## config.mk

```make
export PLATFORM = sky130hd
export DESIGN_NAME = bubble_sorter
export DESIGN_NICKNAME = d
export VERILOG_FILES = /design/src/rtl/bubble_sorter.sv
export SDC_FILE = /design/constraint.sdc
export NUM_CORES = 1
export LEC_CHECK = 0
export ABC_AREA = 1
export BUFFER_PORTS_ARGS = -buffer_cell sky130_fd_sc_hd__buf_2
export CORE_UTILIZATION = 30
export DETAILED_ROUTE_END_ITERATION = 8
export PLACE_DENSITY = 0.58
export SLEW_MARGIN = 40
export SYNTH_ARGS = -nofsm -noshare
export SYNTH_HDL_FRONTEND = slang
export SYNTH_SLANG_ARGS = --single-unit
```

## constraint.sdc

```tcl
create_clock -name clk -period 3.9 [get_ports clk]
set_input_delay 0.195 -clock clk [delete_from_list [all_inputs] [get_ports clk]]
set_output_delay 0.195 -clock clk [all_outputs]
set_load 0.1 [all_outputs]
```

## src/rtl/bubble_sorter.sv

```systemverilog
module bubble_sorter #(
  parameter int W = 8,
  parameter int N = 8
) (
  input  logic             clk,
  input  logic             rst,
  input  logic             in_ok,
  input  logic             out_ok,
  input  logic [N-1:0][W-1:0] in_vals,
  output logic             in_req,
  output logic             out_rdy,
  output logic [N-1:0][W-1:0] out_vals
);
  localparam int IW = (N > 2) ? $clog2(N) : 1;

  typedef enum logic [1:0] {S_REQ, S_SORT, S_DONE} state_t;

  state_t               st;
  logic signed [W-1:0]  r [N];
  logic [IW-1:0]        idx, pass;
  logic                 swp;
  logic signed [W-1:0]  cur, nxt;
  logic                 do_swap, last_step;

  assign cur       = r[idx];
  assign nxt       = r[idx + IW'(1)];
  assign do_swap   = cur > nxt;
  assign last_step = (idx == IW'(N-2));
  assign in_req    = (st == S_REQ);
  assign out_rdy   = (st == S_DONE);

  for (genvar g = 0; g < N; g++) begin : g_out
    assign out_vals[g] = r[g];
  end

  always_ff @(posedge clk) begin
    if (rst) begin
      st   <= S_REQ;
      idx  <= '0;
      pass <= '0;
      swp  <= 1'b0;
      for (int i = 0; i < N; i++) r[i] <= '0;
    end else begin
      case (st)
        S_REQ: if (in_ok) begin
          for (int i = 0; i < N; i++) r[i] <= in_vals[i];
          idx  <= '0;
          pass <= '0;
          swp  <= 1'b0;
          st   <= S_SORT;
        end
        S_SORT: begin
          if (do_swap) begin
            r[idx]          <= nxt;
            r[idx + IW'(1)] <= cur;
          end
          if (last_step) begin
            idx <= '0;
            swp <= 1'b0;
            if (!(swp || do_swap) || pass == IW'(N-2)) st <= S_DONE;
            else pass <= pass + IW'(1);
          end else begin
            idx <= idx + IW'(1);
            swp <= swp | do_swap;
          end
        end
        S_DONE: if (out_ok) st <= S_REQ;
        default: st <= S_REQ;
      endcase
    end
  end

  a_r1_reset_idle: assert property (@(posedge clk) rst |=> in_req && !out_rdy);
  a_r2_req_drops: assert property (@(posedge clk) disable iff (rst)
    in_req && in_ok |=> !in_req);
  a_r5_hold: assert property (@(posedge clk) disable iff (rst)
    out_rdy && !out_ok |=> out_rdy && $stable(out_vals));
  a_r6_release: assert property (@(posedge clk) disable iff (rst)
    out_rdy && out_ok |=> in_req && !out_rdy);
  a_r10_ack_ignored: assert property (@(posedge clk) disable iff (rst)
    in_req && !in_ok |=> in_req);
  a_r2_exclusive: assert property (@(posedge clk) disable iff (rst)
    !(in_req && out_rdy));

  always_ff @(posedge clk) begin
    if (!rst && out_rdy) begin
      for (int i = 0; i < N-1; i++) begin
        a_r3_ordered: assert ($signed(out_vals[i]) <= $signed(out_vals[i+1]));
      end
    end
  end
endmodule

```

==> impl_metrics.py, run 1 <==
metrics = {
    "outcome": {
        "status": "finished clean",
    },
    "finish": {
        "antenna_cells": 0,
        "final_cells": 1204,
        "post-route-cell-area_um2": 6992,
        "layout-drive-gt1-share_pct": 22.27,
        "areaGrowthSynthToFinish_pct": 22.52,
        "final_nets": 1045,
        "final_core_util_pct": 37.38,
    },
    "routing": {
        "first_pass_iters": 6,
        "post_drt_via_cell_ratio": 5.279,
        "routed_wl_um": 22550,
        "ant_nets": 0,
        "drt-initial-drc-count": 736,
        "vias": 6356,
        "drc": 0,
        "wl_per_cell_um": 18.73,
    },
    "logic_synthesis": {
        "yosysSeqAreaShare_pct": 37.89,
        "synth_nets": 909,
        "ys_async_sr_fraction_pct": 0,
        "yosys_warnings": 0,
        "syn_area_um2": 5707,
        "synth_cells": 829,
        "ys_ff_latch": 76,
        "synth-edff-count": 64,
        "synth_most_common_cell": "nand2_1",
        "yosysTopAreaCell": "edfxtp_1",
        "synth_top_area_share_pct": 33.68,
        "synth_common_cells": "nand2_1, nand3_1, o21ai_0",
        "postSynthAreaPerCell_um2": 6.884,
        "yosys-top-cells-area": "edfxtp_1, nand2_1, nand3_1",
        "synthDistinctLibCells": 31,
        "ys.flop_type": "edfxtp_1",
    },
    "setup_path": {
        "rrSetupSlack_ps": 330,
        "worst_path_dominant_cell_family": "simple AND/OR/NAND/NOR gates",
        "cp.depth": 20,
        "end_kind": "flip-flop",
        "crit_fanout": 61,
        "cpMostUsedCell": "nand2_1",
        "rr_worst_depth": 20,
        "max_stage_delay_ps": 480,
        "path_buf_inv": 4,
        "crit_type": "reg -> reg",
        "start_kind": "flip-flop",
        "arrival_ps": 3660,
        "worstPathRequired_ps": 3990,
        "crit_chain": "buf_4 -> nand2_1 -> o21ai_0 -> nand2_1 -> nand2_1 -> nand2_1 -> nand2_1 -> inv_1 -> ha_1 -> nand2_1 -> nor2_1 -> nand2_1 -> nand3_1 -> and2_4 -> nand3_2 -> inv_2 -> buf_4 -> nand3_1 -> nand3_1 -> nand2_1",
        "cpMaxStageDelayCell": "buf_4",
    },
    "placement": {
        "numPlacedInstances": 1187,
        "gp_congestion": 0.9364,
        "postPlaceCellArea_um2": 6661,
        "portBuffers": 133,
        "dpl.hpwl_um": 17200,
    },
    "timing": {
        "finalMaxSlewViolations": 0,
        "fmax_mhz": 279.9,
        "period_share_pct": 91.61,
        "tns_ps": 0,
        "hold_viol_final": 0,
        "worst_clock_skew_ps": 14.58,
        "finalSetupViolCount": 0,
        "worst_pin_slew_ps": 977.8,
        "maxSlewHeadroom_pct": 34.57,
        "rsz0062_at_grt": "no",
        "period_minus_slack_ps": 3573,
    },
    "worst_hold_path": {
        "whs_path_depth": 3,
        "hp-class": "in -> reg",
    },
    "clocking": {
        "clk_pin_slew_ps": 70,
        "cts_tree": "yes",
        "root_buffer": "clkbuf_16",
        "clock_path_buffers": 2,
        "clock_sinks": 76,
        "numCtsBuffers": 9,
        "cts-hold-fix-buffers": 0,
        "cts_max_level": 3,
        "clk_latency_ps": 350,
    },
    "global_routing": {
        "use_met2_pct": 36.32,
        "busiest_layer": "met2",
        "grt_remaining_overflow": 0,
        "grtUsageMet3_pct": 5.470,
        "grt_max_degree": 62,
        "grt_use_total_pct": 23.09,
        "antenna_found_initial": 1,
        "grt_pass1_vias": 5785,
        "met1_usage_pct": 31.12,
        "grt_pass1_wl_um": 33630,
    },
    "floorplanning": {
        "placementRows": 50,
        "die_w_um": 139.9,
        "ios": 134,
        "core_um2": 18710,
        "start_util_pct": 30.51,
        "dieArea_um2": 19580,
        "die_h_um": 139.9,
    },
    "run": {
        "max_cap_violations": 0,
    },
}
-- metal layers --
metal | vias up | part of all wire [%]
met3 | 43 | 9.9
li1 | 3062 | -
met5 | - | 0.058
met2 | 320 | 45
met1 | 2929 | 43
met4 | 2 | 2.3
-- worst reg2reg max path: stages (launching register included) --
cell and delay [ps]:
dfxtp_2 360, buf_4 490, nand2_1 120, o21ai_0 120, nand2_1 100, nand2_1 80
nand2_1 50, nand2_1 70, inv_1 70, ha_1 330, nand2_1 90, nor2_1 160
nand2_1 100, nand3_1 100, and2_4 160, nand3_2 60, inv_2 290, buf_4 280
nand3_1 120, nand3_1 120, nand2_1 70
-- worst paths after layout --
kind,start,endpoint
min,in_vals[13],r[1][5]
min reg2reg,pass[0],pass[0]
max,idx[0],r[7][4]
max reg2reg,idx[0],r[7][4]
-- registers in the layout (all words and copies together), names as in the netlist, named ones only --
register,cells
r,64
idx,3
pass,3
st,2
swp,1
-- cells by family (layout without fill, tap and decap cells) --
kind of cell	after synthesis	in the layout	synth area share, %
fa+ha+maj	12	12	2.631
buf+inv	103	244	8.660
flops	76	76	37.89
simple gates	529	529	39.95
compound gates	109	109	10.87
-- placed cells by master (no fill, tap or decap), types with 9 or more instances in the layout --
cell type	n
inv_1	53
dfxtp_1	11
a21oi_1	26
nor2_1	40
edfxtp_1	64
buf_2	133
clkbuf_16	9
ha_1	12
nand3_1	184
o21ai_0	66
buf_4	35
nand2_1	281
nor2_2	9
-- repair_timing --
action                     4_1_cts  5_1_grt
buffers inserted                 0        1
setup endpoints to repair        0      110
resized for setup                0        5
-- stage by stage --
step                      hold WS, ps  setup slack (ps)
final                           135.7             327.3
after detailed placement        491.1             116.5
after floorplan                 397.7             64.84
after global placement          489.6             264.3
after global routing            141.5            0.9712
after CTS                       136.3             82.12
-- final cells by class --
type | count | area, µm²
inverters | 59 | 225.2
clock inverters | 6 | 65.06
well taps | 234 | 292.8
repair buffers | 169 | 948.4
multi-input cells | 650 | 3068
fillers | 1994 | 11710
clock buffers | 10 | 229.0
flip-flops and latches | 76 | 2163
Power of run 1 is not shown: default switching activity piles up to over one toggle a cycle in this logic, so the estimate is an artifact.
==> run 2: changes to the inputs <==
--- a/config.mk
+++ b/config.mk
@@ -10,5 +10,5 @@
 export CORE_UTILIZATION = 30
 export DETAILED_ROUTE_END_ITERATION = 8
-export PLACE_DENSITY = 0.58
+export RECOVER_POWER = 100
 export SLEW_MARGIN = 40
 export SYNTH_ARGS = -nofsm -noshare
==> constraint.sdc (replaced) <==
create_clock -name clk -period 3.9 [get_ports clk]
set_input_delay 0.78 -clock clk [delete_from_list [all_inputs] [get_ports clk]]
set_output_delay 0.78 -clock clk [all_outputs]
set_load 0.1 [all_outputs]
==> impl_metrics.py, run 2 (synthesis results as in run 1) <==
metrics = {
    "run": {
        "max_cap_violations": 0,
    },
    "clocking": {
        "cts-hold-fix-buffers": 0,
        "clk_latency_ps": 350,
        "clock_sinks": 76,
        "clk_pin_slew_ps": 60,
        "clock_path_buffers": 2,
        "cts_max_level": 3,
        "cts_tree": "yes",
        "root_buffer": "clkbuf_16",
        "ctsResizeCount": 0,
        "numCtsBuffers": 9,
        "cts_setup_buffers": 0,
    },
    "global_routing": {
        "antenna_found_initial": 2,
        "grt_pass1_vias": 5776,
        "grt_max_degree": 49,
        "grt_use_total_pct": 22.72,
        "grt_remaining_overflow": 0,
        "grt_pass1_wl_um": 33010,
    },
    "finish": {
        "top_register": "r",
        "layout-drive-gt1-share_pct": 14.45,
        "fill_cells": 2025,
        "top_regs": "r (64), idx (3), pass (3)",
        "multi_input_area_um2": 3055,
        "seq_area_um2": 2163,
        "largest_reg_flops": 64,
        "final_common_cell": "nand2_1",
        "final_nets": 1044,
        "areaGrowthSynthToFinish_pct": 19.95,
        "mostFrequentLayoutCells": "nand2_1, nand3_1, clkbuf_1, buf_2, o21ai_0",
    },
    "setup_path": {
        "end_kind": "flip-flop",
        "start_kind": "flip-flop",
        "crit_chain": "inv_1 -> ha_1 -> clkinv_1 -> buf_4 -> nand2_1 -> nand2_1 -> nand2_1 -> nand2_1 -> inv_1 -> ha_1 -> nand2_1 -> nor2_1 -> nand2_1 -> nand3_1 -> and2_4 -> nand3_2 -> inv_2 -> nand2_2 -> nand3_1",
        "max_stage_delay_ps": 360,
        "cpMostUsedCell": "nand2_1",
        "path_buf_inv": 5,
        "worst_path_dominant_cell_family": "simple AND/OR/NAND/NOR gates",
        "rrSetupSlack_ps": 280,
        "regToRegStartpoint": "idx[0]",
        "crit_fanout": 18,
        "crit_type": "reg -> reg",
        "worstPathRequired_ps": 3900,
        "cpMaxStageDelayCell": "dfxtp_2",
        "startpoint": "idx[0]",
        "arrival_ps": 3620,
    },
    "outcome": {
        "status": "finished clean",
    },
    "timing": {
        "rsz0062_at_grt": "no",
        "worst_clock_skew_ps": 7.805,
        "worst_pin_slew_ps": 1180,
        "finalMaxSlewViolations": 0,
        "tns_ps": 0,
        "finalSetupViolCount": 0,
        "maxSlewHeadroom_pct": 21.65,
        "period_share_pct": 92.91,
        "fmax_mhz": 276.0,
        "period_minus_slack_ps": 3623,
        "hold_viol_final": 0,
    },
    "worst_hold_path": {
        "min_from": "pass[0]",
        "hp-class": "reg -> reg",
    },
    "routing": {
        "first_pass_iters": 6,
        "drc": 0,
        "vias": 6344,
        "post_drt_via_cell_ratio": 5.269,
        "ant_nets": 0,
        "drt-initial-drc-count": 734,
        "wl_per_cell_um": 18.58,
        "routed_wl_um": 22370,
    },
    "floorplanning": {
        "die_w_um": 139.9,
        "core_um2": 18710,
        "start_util_pct": 30.51,
        "ios": 134,
        "die_h_um": 139.9,
        "placementRows": 50,
        "dieArea_um2": 19580,
    },
    "placement": {
        "dpl.hpwl_um": 17250,
        "gp_congestion": 1.011,
        "portBuffers": 133,
    },
}
-- run 2: worst paths after layout --
| kind | depth (start not counted) | to |
|---|---|---|
| hold / removal | 2 | pass[0] |
| hold reg to reg | 2 | pass[0] |
| setup reg to reg | 19 | r[6][1] |
| setup / recovery | 19 | r[6][1] |
-- run 2: through the flow --
stage | instances | hold WS [ps] | setup slack (ps) | area (µm²) | utilization (%)
CTS | 1203 | 532.2 | 313.2 | 6935 | 37.08
global route | 1204 | 557.5 | 9.918 | 6845 | 36.60
detailed placement | 1187 | 520.8 | 332.5 | 6661 | 35.61
floorplan | 829 | 480.0 | 64.84 | 5709 | -
global placement | 1187 | 503.7 | 362.6 | 6661 | 35.61
finish | 1204 | 532.5 | 276.5 | 6845 | 36.60
-- run 2: area by class of cell --
type                            instances  share of cell area [%]
Inverter                               59                   3.235
Multi-Input combinational cell        650                   44.64
Antenna cell                            1                 0.03656
Timing Repair Buffer                  168                   12.21
Clock buffer                           14                   3.857
Tap cell                              234                   4.277
Clock inverter                          2                  0.1462
Sequential cell                        76                   31.60
-- run 2: worst register-to-register path, cell delays in order (launching register included) --
cell and delay [ps]:
dfxtp_2 360, inv_1 70, ha_1 310, clkinv_1 50
buf_4 240, nand2_1 90, nand2_1 80, nand2_1 60
nand2_1 90, inv_1 100, ha_1 360, nand2_1 90
nor2_1 160, nand2_1 100, nand3_1 100, and2_4 170
nand3_2 60, inv_2 220, nand2_2 190, nand3_1 360
-- run 2: routing by layer --
layer,vias to the layer above,share of wire [%],track usage [%]
met5,-,0.058,0
met4,2,3.6,11.05
met3,56,9.6,4.684
met2,318,45,34.42
met1,2905,42,30.78
li1,3063,-,-
Power of run 2 is left out for the same reason.
